==> config.mk <==
export PLATFORM = sky130hd
export DESIGN_NAME = shift_cfg_decoder
export DESIGN_NICKNAME = d
export VERILOG_FILES = /design/src/rtl/shift_cfg_pkg.sv /design/src/rtl/scd_seg_resolve.sv /design/src/rtl/scd_norm.sv /design/src/rtl/scd_switch_word.sv /design/src/rtl/scd_mask_lane.sv /design/src/rtl/shift_cfg_decoder.sv
export SDC_FILE = /design/constraint.sdc
export NUM_CORES = 1
export LEC_CHECK = 0
export BUFFER_PORTS_ARGS = -buffer_cell sky130_fd_sc_hd__buf_2
export CAP_MARGIN = 20
export CORE_MARGIN = 4
export CORE_UTILIZATION = 35
export DETAILED_ROUTE_END_ITERATION = 8
export GPL_ROUTABILITY_DRIVEN = 1
export MAX_ROUTING_LAYER = met4
export PLACE_DENSITY = 0.61
export SLEW_MARGIN = 20
export SYNTH_ARGS = -nofsm -noshare
export SYNTH_HDL_FRONTEND = slang
export SYNTH_HIERARCHICAL = 1
export SYNTH_SLANG_ARGS = --single-unit
==> constraint.sdc <==
create_clock -name vclk -period 16.4
set_input_delay 0.82 -clock vclk [all_inputs]
set_output_delay 0.82 -clock vclk [all_outputs]
set_load 0.01 [all_outputs]
==> src/rtl/shift_cfg_pkg.sv <==
package shift_cfg_pkg;
    localparam int LANES  = 8;
    localparam int LANE_W = 8;
    localparam int AMT_W  = 7;
    localparam int LIN_W  = 15;
    localparam int OP_W   = AMT_W + 2;
    localparam int LVLS   = $clog2(LANES);
    localparam int LVL_W  = $clog2(LVLS + 1);
    localparam int IDX_W  = $clog2(LANES);
    localparam int LSH_W  = $clog2(LANE_W);
    localparam int GRAN_W = 2 * LANES - 1;
    localparam int SW_W   = LANES * LANE_W / 2;
    localparam int DATA_W = LANES * LANE_W;

    typedef struct packed {
        logic             logical;
        logic             left;
        logic [AMT_W-1:0] amt;
    } lane_op_t;

    typedef struct packed {
        logic             act;
        logic [LVL_W-1:0] lvl;
        logic [IDX_W-1:0] gov;
    } seg_t;

    // Position of the enable bit owning a lane at a given level (0 = single lane).
    function automatic int gran_bit(input int lvl, input int lane);
        return 2 * LANES - 2 * (LANES >> lvl) + (lane >> lvl);
    endfunction

    // Amount bits that stay meaningful inside a segment of the given level.
    function automatic logic [AMT_W-1:0] seg_keep(input logic [LVL_W-1:0] lvl);
        return AMT_W'((LANE_W << lvl) - 1);
    endfunction
endpackage

==> src/rtl/scd_seg_resolve.sv <==
module scd_seg_resolve
    import shift_cfg_pkg::*;
(
    input  logic [GRAN_W-1:0]   gran_i,
    output seg_t [LANES-1:0]    seg_o
);
    always_comb begin
        logic hit;
        for (int i = 0; i < LANES; i++) begin
            seg_o[i] = '0;
            hit = 1'b0;
            for (int l = LVLS; l >= 0; l--) begin
                if (!hit && gran_i[gran_bit(l, i)]) begin
                    hit = 1'b1;
                    seg_o[i].act = 1'b1;
                    seg_o[i].lvl = LVL_W'(l);
                    seg_o[i].gov = IDX_W'(((((i >> l) + 1) << l)) - 1);
                end
            end
        end
    end
endmodule

==> src/rtl/scd_norm.sv <==
module scd_norm
    import shift_cfg_pkg::*;
(
    input  lane_op_t          op_i,
    output logic [AMT_W-1:0]  left_amt_o
);
    // Right by r equals left by -r modulo any power-of-two width.
    assign left_amt_o = op_i.left ? op_i.amt : (~op_i.amt) + AMT_W'(1);
endmodule

==> src/rtl/scd_switch_word.sv <==
module scd_switch_word
    import shift_cfg_pkg::*;
#(
    parameter int H_LOG = 0
) (
    input  logic                          on_i,
    input  logic [AMT_W-1:0]              k_i,
    output logic [(LANE_W << H_LOG)-1:0]  sw_o
);
    localparam int HALF = LANE_W << H_LOG;
    localparam int WBIT = LSH_W + H_LOG;

    always_comb begin
        int kv;
        int part;
        logic flip;
        kv   = int'(k_i);
        part = kv & (HALF - 1);
        flip = kv[WBIT];
        for (int j = 0; j < HALF; j++) begin
            sw_o[j] = on_i & ((j < part) ^ flip);
        end
    end
endmodule

==> src/rtl/scd_mask_lane.sv <==
module scd_mask_lane
    import shift_cfg_pkg::*;
#(
    parameter int IDX = 0
) (
    input  seg_t               seg_i,
    input  logic               logical_i,
    input  logic               left_i,
    input  logic [AMT_W-1:0]   k_i,
    output logic [LANE_W-1:0]  mask_o
);
    always_comb begin
        int k;
        int lo;
        int p;
        k  = int'(k_i);
        lo = int'(seg_i.gov) - (1 << seg_i.lvl) + 1;
        for (int b = 0; b < LANE_W; b++) begin
            p = (IDX - lo) * LANE_W + b;
            if (!seg_i.act || !logical_i) begin
                mask_o[b] = 1'b1;
            end else if (left_i) begin
                mask_o[b] = (p >= k);
            end else begin
                // right by r == left by k = W-r: the kept bits are those below k
                mask_o[b] = (k == 0) || (p < k);
            end
        end
    end
endmodule

==> src/rtl/shift_cfg_decoder.sv <==
module shift_cfg_decoder
    import shift_cfg_pkg::*;
(
    input  logic [GRAN_W-1:0]           gran_i,
    input  logic [LANES-1:0][OP_W-1:0]  op_i,
    input  logic [LIN_W-1:0]            lin_i,
    output logic [LANES-1:0][LSH_W-1:0] bsh_o,
    output logic [LVLS-1:0][SW_W-1:0]   sw_o,
    output logic [DATA_W-1:0]           mask_o,
    output logic [LIN_W-1:0]            lin_o
);
    lane_op_t [LANES-1:0]            ops;
    seg_t     [LANES-1:0]            seg;
    logic     [LANES-1:0][AMT_W-1:0] norm;
    logic     [LANES-1:0][AMT_W-1:0] eff;

    assign ops   = op_i;
    assign lin_o = lin_i;

    scd_seg_resolve u_res (.gran_i(gran_i), .seg_o(seg));

    for (genvar i = 0; i < LANES; i++) begin : g_lane
        logic gov_logical;
        logic gov_left;

        scd_norm u_norm (.op_i(ops[i]), .left_amt_o(norm[i]));

        assign eff[i]      = norm[seg[i].gov] & seg_keep(seg[i].lvl);
        assign bsh_o[i]    = seg[i].act ? eff[i][LSH_W-1:0] : '0;
        assign gov_logical = ops[seg[i].gov].logical;
        assign gov_left    = ops[seg[i].gov].left;

        scd_mask_lane #(.IDX(i)) u_mask (
            .seg_i     (seg[i]),
            .logical_i (gov_logical),
            .left_i    (gov_left),
            .k_i       (eff[i]),
            .mask_o    (mask_o[i*LANE_W +: LANE_W])
        );
    end

    for (genvar h = 0; h < LVLS; h++) begin : g_lvl
        localparam int HALF   = LANE_W << h;
        localparam int SPAN   = 2 << h;
        localparam int MERGES = SW_W / HALF;
        for (genvar m = 0; m < MERGES; m++) begin : g_merge
            localparam int TOP = (m + 1) * SPAN - 1;
            logic on;
            assign on = seg[TOP].act && (seg[TOP].lvl > LVL_W'(h));
            scd_switch_word #(.H_LOG(h)) u_sw (
                .on_i (on),
                .k_i  (eff[TOP]),
                .sw_o (sw_o[h][m*HALF +: HALF])
            );
        end
    end
endmodule

==> summary.md, run 1 <==
| Metric | Value |
|---|---|
| Status | finished clean |
| Die X | slightly above 200 um |
| Drt wl/cell | about 20 um |
| Worst-Margin Slew | approximately 1.2 ns |
| Hold Path Class | input port to output pin |
| Buf+Inv Stages, Crit Path | 5 |
| Crit path DAT | between 5 and 6 ns |
| Core area | 0.0376 mm2 |
| Slowest CP cell | buf_4 |
| Total number of yosys warnings | 6 |
| Vias in the first global route | roughly 12,000 |
| Gates resized, CTS repair | 0 |
| Area occupied by registers | 0 um2 |
| Drt drc | 0 |
| Initial Util | a little over a third |
| IO Port Bufs | between 200 and 300 |
| Pint | around 0.31 mW |
| Final hold viol count | 0 |
| Routability cong. | around 0.92 |
| Syn Area/Cell | 8.10 um2 |
| Max incr delay on CP | 0.60 ns |
| Final global-route overflow total | 0 |
| CP Launch Point | gran_i[14] |
| Fin Hold WS | between 1.5 and 2 ns |
| Setup CP Type | input port to output pin |
| Fin area | 0.0145 mm2 |
| Area Growth Syn to Fin | 8.54% |
| Sw frac | between 50% and 60% |
| Reg power frac | 0% |
| Combinational share of power | 100.0% |
| Fin. max-slew vios | 0 |
| Required @ worst endpoint | 15.58 ns |
| Finished Layout Cells | between 2,000 and 2,500 |
| MaxCap Viol Count | 0 |
| Number of nets in the layout | roughly 2,000 |
| Initial antenna violation count | 4 |
| Post-DP HPWL | 34.7 mm |
| Final period util | 38.8% |
| Seq_cells | 0 |
| Cells after Synth | 1,643 |
| Leak | between 7 and 8 nW |
| Die Area | just over 0.04 mm2 |
| Critical Path Start Type | input port |
| First-pass GRT wire length | ~70 mm |
| Routed Antenna Nets | 0 |
| Psw | between 0.4 and 0.5 mW |
| Post-DP Area | ~0.014 mm2 |
| Worst-path fanout max | 50 |
| Unrepaired setup endpoints after global routing | no |
| Largest net degree at the start of global routing | between 70 and 80 |
| CLK BUF | 0 |
| Post-Route WL | about 46 mm |
| Layout cells sized above 1 | 28.2% |
| Maximum VDD drop | 0.0284 mV |
| Slew headroom | roughly 17% |
| Endpoints failing setup | 0 |
| Tot GR Track Use | 21.1% |
| Cell total after placement | ~2,300 |
| Cells along the critical path | buf_2, buf_4, or3_4, or2_1, buf_4, mux4_2, nor2_1, nor4_1, inv_1, ha_1, a21oi_1, nor2_1, a2111oi_4, a21oi_1, mux2i_1, buf_2 |
| Synth Cell Area | between 0.01 and 0.015 mm2 |
| I/O pins | roughly 300 |
| Worst setup EP type | output pin |
| Min-delay src | lin_i[13] |
| Iter 0 DRT Violations | between 1,000 and 1,500 |
| Cell family with most CP delay | buffers and inverters |
| Setup_tns | 0 ns |
| Chip Height | 203 um |
| Fmax | around 0.16 GHz |
| Min cycle time layout | roughly 6.4 ns |
| Num rows | between 70 and 80 |
| Cts hold-fix bufs | 0 |
| Via density | approximately 5.7 |
| Cell area power density | roughly 52 mW/mm2 |
| Post-CTS setup buffer count | 0 |
| Clock power frac | 0% |
| Drt pass-1 iters | 5 |
| Vias | around 13,000 |
| Overall power | between 0.7 and 0.8 mW |
cells in the final DEF, fill, tap and decap left out, drive strengths merged, types with 38 or more instances in the layout:
cell type and count:
nand2 107, inv 144, mux2i 200, a21oi 68, nand3 38, ha 101, mux2 63, buf 292
nor2 103, o21ai 47, mux4 67, nor3 56, xnor2 39
stage by stage:
| stage | worst slack, ns | utilization [%] |
|---|---|---|
| after floorplan | 9.96 | - |
| after global placement | 9.95 | 38.4 |
| after detailed placement | 9.75 | 38.4 |
| after CTS | 9.75 | 38.4 |
| after global routing | 9.75 | 38.5 |
| final | 10.03 | 38.5 |
cell type report:
type | count | area, um2
antenna | 5 | 12.5
inverter | 144 | 541
tap | 511 | 639
multi-input combinational | 1361 | 11700
fill | 3851 | 23100
timing repair buffer | 292 | 1530
power by group through the flow:
stage / registers, mW / clock network, mW / logic, mW
after floorplan: 0 / 0 / 0.543
after detailed placement: 0 / 0 / 0.746
after global placement: 0 / 0 / 0.732
after CTS: 0 / 0 / 0.750
final: 0 / 0.0000000235 / 0.753
after global routing: 0 / 0.0000000328 / 0.819
routing by layer:
| metal | vias to the layer above | GRT usage, % | part of all wire (%) |
|---|---|---|---|
| li1 | 6278 | - | - |
| met1 | 6255 | 28.7 | 43 |
| met2 | 658 | 34.4 | 45 |
| met3 | 64 | 2.36 | 9.0 |
| met4 | 0 | 4.34 | 2.3 |
| met5 | - | - | 0 |
final timing paths:
check / end / slack (ns) / cells past startpoint
min: lin_o[13] / 1.64 / 0
max: mask_o[15] / 10.03 / 16
Note: power is estimated with default switching activity, not from simulation.
==> inputs of run 2 (changes only) <==
- PLACE_DENSITY: 0.61 -> 0.63
- clock period: 16.4 -> 5.7 ns (I/O delays scaled with it)
==> run 2 against run 1 <==
Critical path depth down 1; cell count up 0.99%; design area up 1.0%; global-route usage down 0.18 points; highest routed layer unchanged.
==> summary.md, run 2 (synthesis results as in run 1) <==
| Metric | Value |
|---|---|
| Final period util | 86.3% |
| Drt pass-1 iters | 5 |
| Worst-Margin Slew | about 1.1 ns |
| Final hold viol count | 0 |
| Num rows | slightly above 70 |
| Vias | ~13,000 |
| Routed Antenna Nets | 0 |
| Area Growth Syn to Fin | 9.68% |
| Required @ worst endpoint | 5.41 ns |
| Post-Route WL | 45.3 mm |
| CLK BUF | 0 |
| Multi-input combinational cell area | around 0.012 mm2 |
| Overall power | between 2 and 2.5 mW |
| Cts hold-fix bufs | 0 |
| Die X | slightly above 200 um |
| Fmax | 0.203 GHz |
| Critical Path Start Type | input port |
| Vias in the first global route | 12,400 |
| Final global-route overflow total | 0 |
| Core area | about 0.038 mm2 |
| Initial antenna violation count | 5 |
| Hold Path Class | input port to output pin |
| Chip Height | ~200 um |
| Slew headroom | roughly 26% |
| IO Port Bufs | approximately 260 |
| Via density | 5.71 |
| Setup_tns | 0 ns |
| I/O pins | around 300 |
| Area occupied by registers | 0 um2 |
| Drt drc | 0 |
| MaxCap Viol Count | 0 |
| Seq_cells | 0 |
| Most frequent cells in the layout | buf_2, mux2i_1, inv_1 |
| Largest net degree at the start of global routing | 45 |
| Setup CP Type | input port to output pin |
| Cell area power density | 151 mW/mm2 |
| Drt wl/cell | around 19 um |
| Layout cells sized above 1 | between 20% and 30% |
| Fin. max-slew vios | 0 |
| Cells along the critical path | buf_2, buf_4, or3_4, or2_1, buf_4, mux4_2, nor2_1, nor4_1, inv_1, ha_1, a21o_1, a2111oi_4, nand3_1, mux2i_1, buf_2 |
| Unrepaired setup endpoints after global routing | no |
| Tot GR Track Use | 21.0% |
| Slowest CP cell | or3_4 |
| Post-DP HPWL | ~35 mm |
| Iter 0 DRT Violations | about 1,100 |
| Post-CTS setup buffer count | 0 |
| Most common cell after layout, fill and taps aside | buf_2 |
| Leak | around 7.3 nW |
| Max incr delay on CP | 0.59 ns |
| Worst-path fanout max | 29 |
| Die Area | around 0.041 mm2 |
| Number of nets in the layout | slightly above 2,000 |
| Maximum VDD drop | around 0.069 mV |
| Endpoints failing setup | 0 |
| Initial Util | between 30% and 40% |
| Final core utilization | 38.9% |
| Worst setup EP type | output pin |
| Status | finished clean |
| Min cycle time layout | about 5 ns |
| Fillers | roughly 3,900 |
| First-pass GRT wire length | ~69 mm |
| Fin Hold WS | 0.570 ns |
| Gates resized, CTS repair | 0 |
| Routability cong. | slightly below 1 |
| Crit path DAT | 4.63 ns |
==> run 2: cell types whose count changed in the layout (fill, tap and decap cells not counted) <==
cell / change
buf_4: +21
xor2_1: +1
xor2_2: -1
or2_2: +1
and3b_1: +1
and3b_2: -1
or2_4: -1
diode_2: +2
==> run 2: cell type report <==
cell class,instances,share of cell area [%]
multi-input combinational,1361,80.2
timing repair buffer,313,11.6
tap,511,4.38
inverter,144,3.70
antenna,7,0.120
==> run 2: power by group <==
group          switching [mW]  internal [mW]  leakage (nW)
sequential                  0              0             0
clock                       0    0.000000164     0.0000444
combinational            1.29          0.910          7.30
total                    1.29          0.910          7.30
==> run 2: routing by layer <==
metal / part of all wire [%] / vias to the layer above / wire length (um) / GRT usage, %
li1: - / 6317 / - / -
met1: 42 / 6267 / 19200 / 28.4
met2: 44 / 681 / 19800 / 32.3
met3: 11 / 65 / 5080 / 4.70
met4: 2.7 / 0 / 1210 / 4.43
met5: 0 / - / 0 / -
==> run 2: per-stage QoR <==
step | area (um2) | setup slack (ns) | std cells
final | 14600 | 0.781 | 2336
after global routing | 14600 | 0.463 | 2334
after CTS | 14600 | 0.816 | 2329
after detailed placement | 14600 | 0.841 | 2329
after global placement | 14600 | 0.916 | 2329
after floorplan | 13400 | 0.334 | 1657
==> run 2: final timing paths <==
path | end | cells past startpoint | from
max | mask_o[47] | 15 | gran_i[14]
min | lin_o[13] | 0 | lin_i[13]
==> run 2: critical path: cells and delay by family <==
kind	cells	cell delay [ns]
muxes	2	0.61
and+or+nand+nor	5	1.62
adders and majority gates	1	0.32
AOI/OAI and AO/OA	2	0.77
buffers and inverters	5	1.00
